==> src/rtl/kloop_pkg.sv <==
package kloop_pkg;
  typedef enum logic {
    DIR_LEAD = 1'b0,
    DIR_LAG  = 1'b1
  } dir_e;
endpackage

==> src/rtl/kloop_side.sv <==
module kloop_side #(
  parameter int K = 16,
  localparam int W = $clog2(K)
) (
  input  logic         clk_i,
  input  logic         rst_i,
  input  logic         en_i,
  output logic [W-1:0] cnt_o,
  output logic         msb_o
);
  logic [W-1:0] cnt_q;

  // modulus is a power of two, so natural overflow of W bits is the wrap
  always_ff @(posedge clk_i) begin
    if (rst_i)     cnt_q <= '0;
    else if (en_i) cnt_q <= cnt_q + 1'b1;
  end

  assign cnt_o = cnt_q;
  assign msb_o = cnt_q[W-1];

  a_r2_hold_when_idle: assert property (@(posedge clk_i) disable iff (rst_i)
    !en_i |=> $stable(cnt_q));
  a_r4_wrap_to_zero: assert property (@(posedge clk_i) disable iff (rst_i)
    (en_i && cnt_q == W'(K-1)) |=> cnt_q == '0);
  a_r4_step_one: assert property (@(posedge clk_i) disable iff (rst_i)
    (en_i && cnt_q != W'(K-1)) |=> cnt_q == $past(cnt_q) + 1'b1);
endmodule

==> src/rtl/kloop_integrator.sv <==
module kloop_integrator #(
  parameter int K = 16
) (
  input  logic clk_i,
  input  logic rst_i,
  input  logic dir_i,
  output logic lead_o,
  output logic lag_o
);
  import kloop_pkg::*;
  localparam int W = (K < 2) ? 1 : $clog2(K);

  // modulus must be a power of two, at least 2
  if (K < 2 || (K & (K - 1)) != 0) begin : g_bad_k
    $error("kloop_integrator: K must be a power of two >= 2");
  end

  dir_e         dir;
  logic [W-1:0] lead_cnt, lag_cnt;

  assign dir = dir_e'(dir_i);

  kloop_side #(.K(K)) u_lead (
    .clk_i(clk_i), .rst_i(rst_i), .en_i(dir == DIR_LEAD),
    .cnt_o(lead_cnt), .msb_o(lead_o)
  );

  kloop_side #(.K(K)) u_lag (
    .clk_i(clk_i), .rst_i(rst_i), .en_i(dir == DIR_LAG),
    .cnt_o(lag_cnt), .msb_o(lag_o)
  );

  a_r1_reset_clears: assert property (@(posedge clk_i)
    rst_i |=> (!lead_o && !lag_o && lead_cnt == '0 && lag_cnt == '0));
  a_r2_lag_frozen: assert property (@(posedge clk_i) disable iff (rst_i)
    !dir_i |=> $stable(lag_cnt));
  a_r3_lead_frozen: assert property (@(posedge clk_i) disable iff (rst_i)
    dir_i |=> $stable(lead_cnt));
  a_r5_lead_msb: assert property (@(posedge clk_i)
    lead_o == (lead_cnt >= W'(K/2)));
  a_r6_lag_msb: assert property (@(posedge clk_i)
    lag_o == (lag_cnt >= W'(K/2)));
  a_r7_one_side_moves: assert property (@(posedge clk_i) disable iff (rst_i)
    1'b1 |=> !($changed(lead_cnt) && $changed(lag_cnt)));
endmodule

==> config.mk <==
export PLATFORM = sky130hd
export DESIGN_NAME = kloop_integrator
export DESIGN_NICKNAME = d
export VERILOG_FILES = /design/src/rtl/kloop_pkg.sv /design/src/rtl/kloop_side.sv /design/src/rtl/kloop_integrator.sv
export SDC_FILE = /design/constraint.sdc
export NUM_CORES = 1
export LEC_CHECK = 0
export BUFFER_PORTS_ARGS = -buffer_cell sky130_fd_sc_hd__buf_2
export CORE_AREA = 2 2 39 41
export CTS_CLUSTER_SIZE = 14
export DETAILED_ROUTE_END_ITERATION = 8
export DIE_AREA = 0 0 41 43
export SYNTH_ARGS = -nofsm -noshare
export SYNTH_HDL_FRONTEND = slang
export SYNTH_SLANG_ARGS = --single-unit
==> constraint.sdc <==
create_clock -name clk_i -period 1.25 [get_ports clk_i]
set_input_delay 0.125 -clock clk_i [delete_from_list [all_inputs] [get_ports clk_i]]
set_output_delay 0.125 -clock clk_i [all_outputs]
set_load 0.005 [all_outputs]
==> results.json, run 1 <==
{
  "run_status": "completed",
  "global_route.overflow_total": 0,
  "slowest_cp_cell": "sky130_fd_sc_hd__dfxtp_1",
  "antenna_found_initial": 0,
  "leakagePower_nw": 0.195,
  "total_power_mw": 0.516,
  "first_pass_iters": 1,
  "final_area_um2": 393,
  "postSynthNetCount": 37,
  "post_cts_hold_buffer_count": 0,
  "die_w_um": 41,
  "crit_path_dat_ns": 1.14,
  "gpl.final_weighted_congestion": 0.686,
  "ant_nets": 0,
  "syn_area_per_cell_um2": 10.8,
  "n_antenna_cell": 0,
  "rsz0062_at_grt": "false",
  "fin_cells": 53,
  "route.final.wire_length_um": 441,
  "post-route-drc-count": 0,
  "cp-end-kind": "flop",
  "final.period_utilization": 0.793,
  "critPathMaxFanout": 3,
  "tritoncts": "done",
  "min_path_cells": 2,
  "synth_xor_xnor_area_share": 0.152,
  "route.met3.wl_um": 32,
  "cts_buffers": 3,
  "element_type_at_the_critical_path_start": "flop",
  "maxCapViolCount": 0,
  "share_of_final_layout_standard_cells_stronger_than_drive_strength_1": 0.243,
  "hold_class": "input pin to flop",
  "postCtsSetupBuffers": 0,
  "post_synth_mux_area_share": 0.0580,
  "routed_via_density": 3.87,
  "final-max-slew-violation-count": 0,
  "syn_inst": 32,
  "maxClockFrequency_mhz": 1010,
  "most-common-layout-cells": "sky130_fd_sc_hd__nor2_1, sky130_fd_sc_hd__dfxtp_1, sky130_fd_sc_hd__xor2_1, sky130_fd_sc_hd__buf_2, sky130_fd_sc_hd__clkbuf_4",
  "clock_tree.root_cell": "sky130_fd_sc_hd__clkbuf_4",
  "core-area_um2": 1380,
  "synth_sequential_area_ratio": 0.464,
  "synth_compound_area_frac": 0,
  "dr.max_layer_used": "met3",
  "grt_max_degree": 9,
  "post_synth_instance_area_um2": 345,
  "clock-sinks": 8,
  "die-area_um2": 1760,
  "path_cells": "ha_1 > nor2b_2 > xnor2_1 > nor2_1",
  "maxSlewHeadroom": 0.873,
  "floorplan.rows": 14,
  "place_area_um2": 370,
  "finish.net_count": 44,
  "max_slew.worst_pin.slew_ns": 0.190,
  "report.final.hold_viol_count": 0,
  "dpl.hpwl_um": 317,
  "initial_utilization": 0.250,
  "power_density_nw_per_um2": 1310,
  "clkTransAtPathRegs_ns": 0.05,
  "timing.setup.critical_path_class": "flop to flop",
  "critPathRequiredTime_ns": 1.39,
  "final.min_clock_period_ns": 0.991,
  "r2r.worst_path.cells": 4,
  "count_of_buffers_from_port_buffering": 4,
  "placed_cells": 50,
  "htree_levels": 1,
  "grt.total_usage": 0.0737,
  "grt_first_pass_wirelength_um": 821,
  "io-pin-count": 5,
  "synth_simple_gate_area_frac": 0.210,
  "grt_pass1_vias": 211,
  "fin_skew_ns": 0.00655,
  "max-clock-path-buffers": 2,
  "route.detailed.wl_per_inst_um": 8.32,
  "synth_cell_type_count": 12,
  "cts-resized-gates": 0,
  "yosys.area_share.adder": 0.0725,
  "latest_clock_arrival_within_the_worst_skew_pair_ns": 0.25,
  "wl_met1_um": 196,
  "dr.first_iter.drc_count": 0,
  "largest_family_of_logic_cells_by_synthesized_area": "simple AND/OR/NAND/NOR gates",
  "worst_path_largest_cell_delay_ns": 0.35,
  "met2WireLength_um": 212,
  "yosysWarnings": 0,
  "dr_total_vias": 205,
  "dieHeight_um": 43,
  "vdd.ir_drop.worst_v": 0.000606,
  "syn_to_final_growth_pct": 13.8,
  "synth_seq_cells": 8,
  "timing.final.setup_violations": 0,
  "timing.setup.tns_ns": 0
}
-- synthesized netlist by cell type (all sizes together) --
| library cell | instances | area [um2] |
|---|---|---|
| nor2b | 1 | 8.76 |
| nand4b | 1 | 23.8 |
| nand2 | 1 | 3.75 |
| xnor2 | 2 | 17.5 |
| dfxtp | 8 | 160 |
| nor2 | 8 | 30.0 |
| xor2 | 4 | 35.0 |
| nand4 | 1 | 6.26 |
| buf | 2 | 15.0 |
| ha | 2 | 25.0 |
| mux2i | 2 | 20.0 |
-- critical path: cells and delay by family, from the launching register on --
kind	cells	cell delay, ns
DFF	1	0.35
and+or+nand+nor	2	0.20
adders and majority gates	1	0.20
xor gates and xnor gates	1	0.13
-- sequential cells by signal, indices dropped and copies added (netlist names) --
name,cells
u_lead.cnt_o,4
u_lag.cnt_o,4
-- final timing paths --
check	startpoint	slack (ns)	to
worst max-delay path	u_lead.cnt_o[0]	0.26	u_lead.cnt_o[2]
worst min-delay path	rst_i	0.14	u_lead.cnt_o[2]
worst max register to register	u_lead.cnt_o[0]	0.26	u_lead.cnt_o[2]
worst min register to register	u_lead.cnt_o[3]	0.50	u_lead.cnt_o[3]
-- where the power goes --
part | switching [mW] | leakage, nW | internal, mW
Clock | 0.0808 | 0.0138 | 0.109
Sequential | 0.0147 | 0.0653 | 0.270
Combinational | 0.0197 | 0.116 | 0.0211
-- through the flow --
step | hold WS (ns) | util | worst slack, ns
6_report | 0.144 | 0.284 | 0.259
5_1_grt | 0.149 | 0.284 | 0.167
4_1_cts | 0.142 | 0.284 | 0.245
3_5_place_dp | 0.418 | 0.268 | 0.263
3_3_place_gp | 0.410 | 0.268 | 0.255
2_1_floorplan | 0.396 | - | 0.302
-- logic make-up (layout without fill, tap and decap cells) --
group | after synthesis | in the layout
xor+xnor | 6 | 6
flops | 8 | 8
fa+ha+maj | 2 | 2
mux | 2 | 2
simple gates | 12 | 12
buf+inv | 2 | 7
-- area by class of cell --
class / instances / area (um2)
Sequential cell: 8 / 160
Fill cell: 150 / 991
Clock buffer: 3 / 22.5
Timing Repair Buffer: 4 / 20.0
Tap cell: 16 / 20.0
Multi-Input combinational cell: 22 / 170
-- per-layer routing --
layer | global-route usage | vias to the layer above
li1 | - | 113
met1 | 0.0784 | 88
met2 | 0.106 | 4
met3 | 0.0628 | 0
met4 | 0.0200 | 0
met5 | 0 | -
Note: power is estimated with default switching activity, not from simulation.
==> run 2, diff against run 1 <==
--- a/config.mk
+++ b/config.mk
@@ -5,6 +5,7 @@
 export SDC_FILE = /design/constraint.sdc
 export NUM_CORES = 1
 export LEC_CHECK = 0
+export ABC_AREA = 1
 export BUFFER_PORTS_ARGS = -buffer_cell sky130_fd_sc_hd__buf_2
 export CORE_AREA = 2 2 39 41
 export CTS_CLUSTER_SIZE = 14
==> constraint.sdc (replaced) <==
create_clock -name clk_i -period 1 [get_ports clk_i]
set_input_delay 0.1 -clock clk_i [delete_from_list [all_inputs] [get_ports clk_i]]
set_output_delay 0.1 -clock clk_i [all_outputs]
set_load 0.005 [all_outputs]
==> run 2 against run 1 <==
- critical path depth decreased by 1
- sequential share of layout area down 2.3 points
- die area did not move
- total power rose by 27%
- clock skew decreased by 0.0033 ns
- final area up 6.1%
- area after synthesis increased by 5.8%
- largest power group unchanged
==> results.json, run 2 <==
{
  "cp-end-kind": "flop",
  "tritoncts": "done",
  "cts-resized-gates": 0,
  "final.period_utilization": 0.904,
  "antenna_found_initial": 0,
  "critPathMaxFanout": 3,
  "synth_enable_flop_cells": 0,
  "r2r.worst_path.cells": 3,
  "start_point_of_the_worst_hold_path": "rst_i",
  "timing.setup.tns_ns": 0,
  "dr.first_iter.drc_count": 0,
  "share_of_final_layout_standard_cells_stronger_than_drive_strength_1": 0.189,
  "latest_clock_arrival_within_the_worst_skew_pair_ns": 0.25,
  "grt.total_usage": 0.0895,
  "hold_end": "u_lag.cnt_o[3]",
  "async_reset_ff_frac": 0,
  "n_antenna_cell": 0,
  "dieHeight_um": 43,
  "leakagePower_nw": 0.200,
  "route.final.wire_length_um": 584,
  "finish.net_count": 60,
  "use_met1": 0.0874,
  "final-max-slew-violation-count": 0,
  "dr_total_vias": 290,
  "regToRegSetupSlack_ns": 0.1,
  "grt_first_pass_wirelength_um": 931,
  "global_route.overflow_total": 0,
  "syn_inst": 47,
  "fin_cells": 69,
  "count_of_buffers_from_port_buffering": 4,
  "grt_busiest_layer": "met2",
  "synth_sequential_area_ratio": 0.438,
  "syn_area_per_cell_um2": 7.77,
  "gpl.final_weighted_congestion": 0.738,
  "rsz0062_at_grt": "false",
  "maxCapViolCount": 0,
  "clock-sinks": 8,
  "synth_seq_cells": 8,
  "maxSlewHeadroom": 0.845,
  "area_taken_by_multi_input_logic_gates_um2": 179,
  "yosysWarnings": 0,
  "clkTransAtPathRegs_ns": 0.06,
  "timing.setup.critical_path_class": "flop to flop",
  "htree_levels": 1,
  "n_fill_cell": 167,
  "io-pin-count": 5,
  "die_w_um": 41,
  "critPathRequiredTime_ns": 1.14,
  "run_status": "completed",
  "r2r-end": "u_lag.cnt_o[1]",
  "most-common-layout-cells": "sky130_fd_sc_hd__nor2_1, sky130_fd_sc_hd__nand2_1, sky130_fd_sc_hd__dfxtp_1",
  "routing_usage_on_met3": 0.0628,
  "use_met2": 0.109,
  "final.min_clock_period_ns": 0.904,
  "crit-reg2reg-launch": "u_lag.cnt_o[0]",
  "power_density_nw_per_um2": 1570,
  "clock_tree.root_cell": "sky130_fd_sc_hd__clkbuf_4",
  "first_pass_iters": 1,
  "post-route-drc-count": 0,
  "maxClockFrequency_mhz": 1110,
  "element_type_at_the_critical_path_start": "flop",
  "postCtsSetupBuffers": 0,
  "synth.largest_area_cell": "sky130_fd_sc_hd__dfxtp_1",
  "max-clock-path-buffers": 2,
  "fin_skew_ns": 0.00322,
  "synth_top_area_frac": 0.438,
  "most_area_consuming_cells_after_synthesis": "sky130_fd_sc_hd__dfxtp_1, sky130_fd_sc_hd__nor2_1, sky130_fd_sc_hd__nand2_1",
  "crit_path_dat_ns": 1.05,
  "placed_cells": 66,
  "yosysMostFrequentCell": "sky130_fd_sc_hd__nor2_1",
  "seq_area_um2": 160,
  "timing.final.setup_violations": 0,
  "hold_class": "input pin to flop",
  "ant_nets": 0,
  "max_slew.worst_pin.slew_ns": 0.233,
  "route.detailed.wl_per_inst_um": 8.46,
  "timing.hold.ws_ns": 0.196,
  "synth_cell_type_count": 11,
  "dpl.hpwl_um": 433,
  "yosys_most_used_dff": "sky130_fd_sc_hd__dfxtp_1",
  "routed_via_density": 4.20,
  "post_synth_instance_area_um2": 365,
  "grt_max_degree": 9,
  "initial_utilization": 0.264,
  "floorplan.rows": 14,
  "postSynthNetCount": 52,
  "yosys-top-cells-count": "sky130_fd_sc_hd__nor2_1, sky130_fd_sc_hd__dfxtp_1, sky130_fd_sc_hd__nand2_1",
  "die-area_um2": 1760,
  "total_power_mw": 0.653,
  "layout.cells.most_common": "sky130_fd_sc_hd__nor2_1",
  "post_cts_hold_buffer_count": 0,
  "report.final.hold_viol_count": 0,
  "syn_to_final_growth_pct": 14.0,
  "vdd.ir_drop.worst_v": 0.000376,
  "min_path_cells": 4,
  "grt_pass1_vias": 246,
  "core-area_um2": 1380,
  "cts_buffers": 3
}
==> run 2: cell types whose count changed in the layout (fill, tap and decap cells not counted), sizes merged, moves of 2 or more <==
cell / delta
nor2: +6
mux2i: -2
xor2: -4
xnor2: -2
a21oi: +3
o21ai: +3
nand2: +8
inv: +4
nand3: +3
==> run 2: metal layers <==
layer,vias to the layer above,share of wire
li1,163,-
met1,124,0.53
met2,3,0.43
met3,0,0.036
met4,0,0
met5,-,0
==> run 2: worst max path at each step <==
stage | from | endpoint | slack, ns
after floorplan | u_lag.cnt_o[0] | u_lag.cnt_o[1] | 0.14
after global placement | u_lag.cnt_o[0] | u_lag.cnt_o[1] | 0.11
after detailed placement | u_lag.cnt_o[0] | u_lag.cnt_o[1] | 0.10
after CTS | u_lag.cnt_o[0] | u_lag.cnt_o[1] | 0.09
after global routing | u_lag.cnt_o[0] | u_lag.cnt_o[1] | 0.04
final | u_lag.cnt_o[0] | u_lag.cnt_o[1] | 0.1
==> run 2: worst max-delay path: stages, from the launching register on <==
cell,delay (ns)
sky130_fd_sc_hd__dfxtp_1,0.40
sky130_fd_sc_hd__ha_1,0.25
sky130_fd_sc_hd__nor2_1,0.10
sky130_fd_sc_hd__nor2_1,0.05
==> run 2: final cells by class <==
cell class | instances | area share
Clock buffer | 3 | 0.0541
Inverter | 4 | 0.0360
Multi-Input combinational cell | 34 | 0.429
Sequential cell | 8 | 0.384
Tap cell | 16 | 0.0480
Timing Repair Buffer | 4 | 0.0480
==> run 2: logic make-up after synthesis <==
group / after synthesis / synth area share
flops: 8 / 0.438
fa+ha+maj: 2 / 0.0685
compound gates: 6 / 0.0822
simple gates: 26 / 0.339
buf+inv: 5 / 0.0719
==> run 2: where the power goes <==
group | internal [mW] | switching, mW
Sequential | 0.335 | 0.0135
Clock | 0.137 | 0.109
Combinational | 0.0228 | 0.0355
Total | 0.495 | 0.158
==> run 2: through the flow <==
step / util / setup slack [ns] / area, um2
floorplan: - / 0.138 / 365
global placement: 0.285 / 0.113 / 394
CTS: 0.301 / 0.0902 / 417
finish: 0.301 / 0.0958 / 417
detailed placement: 0.285 / 0.104 / 394
global route: 0.301 / 0.0367 / 417
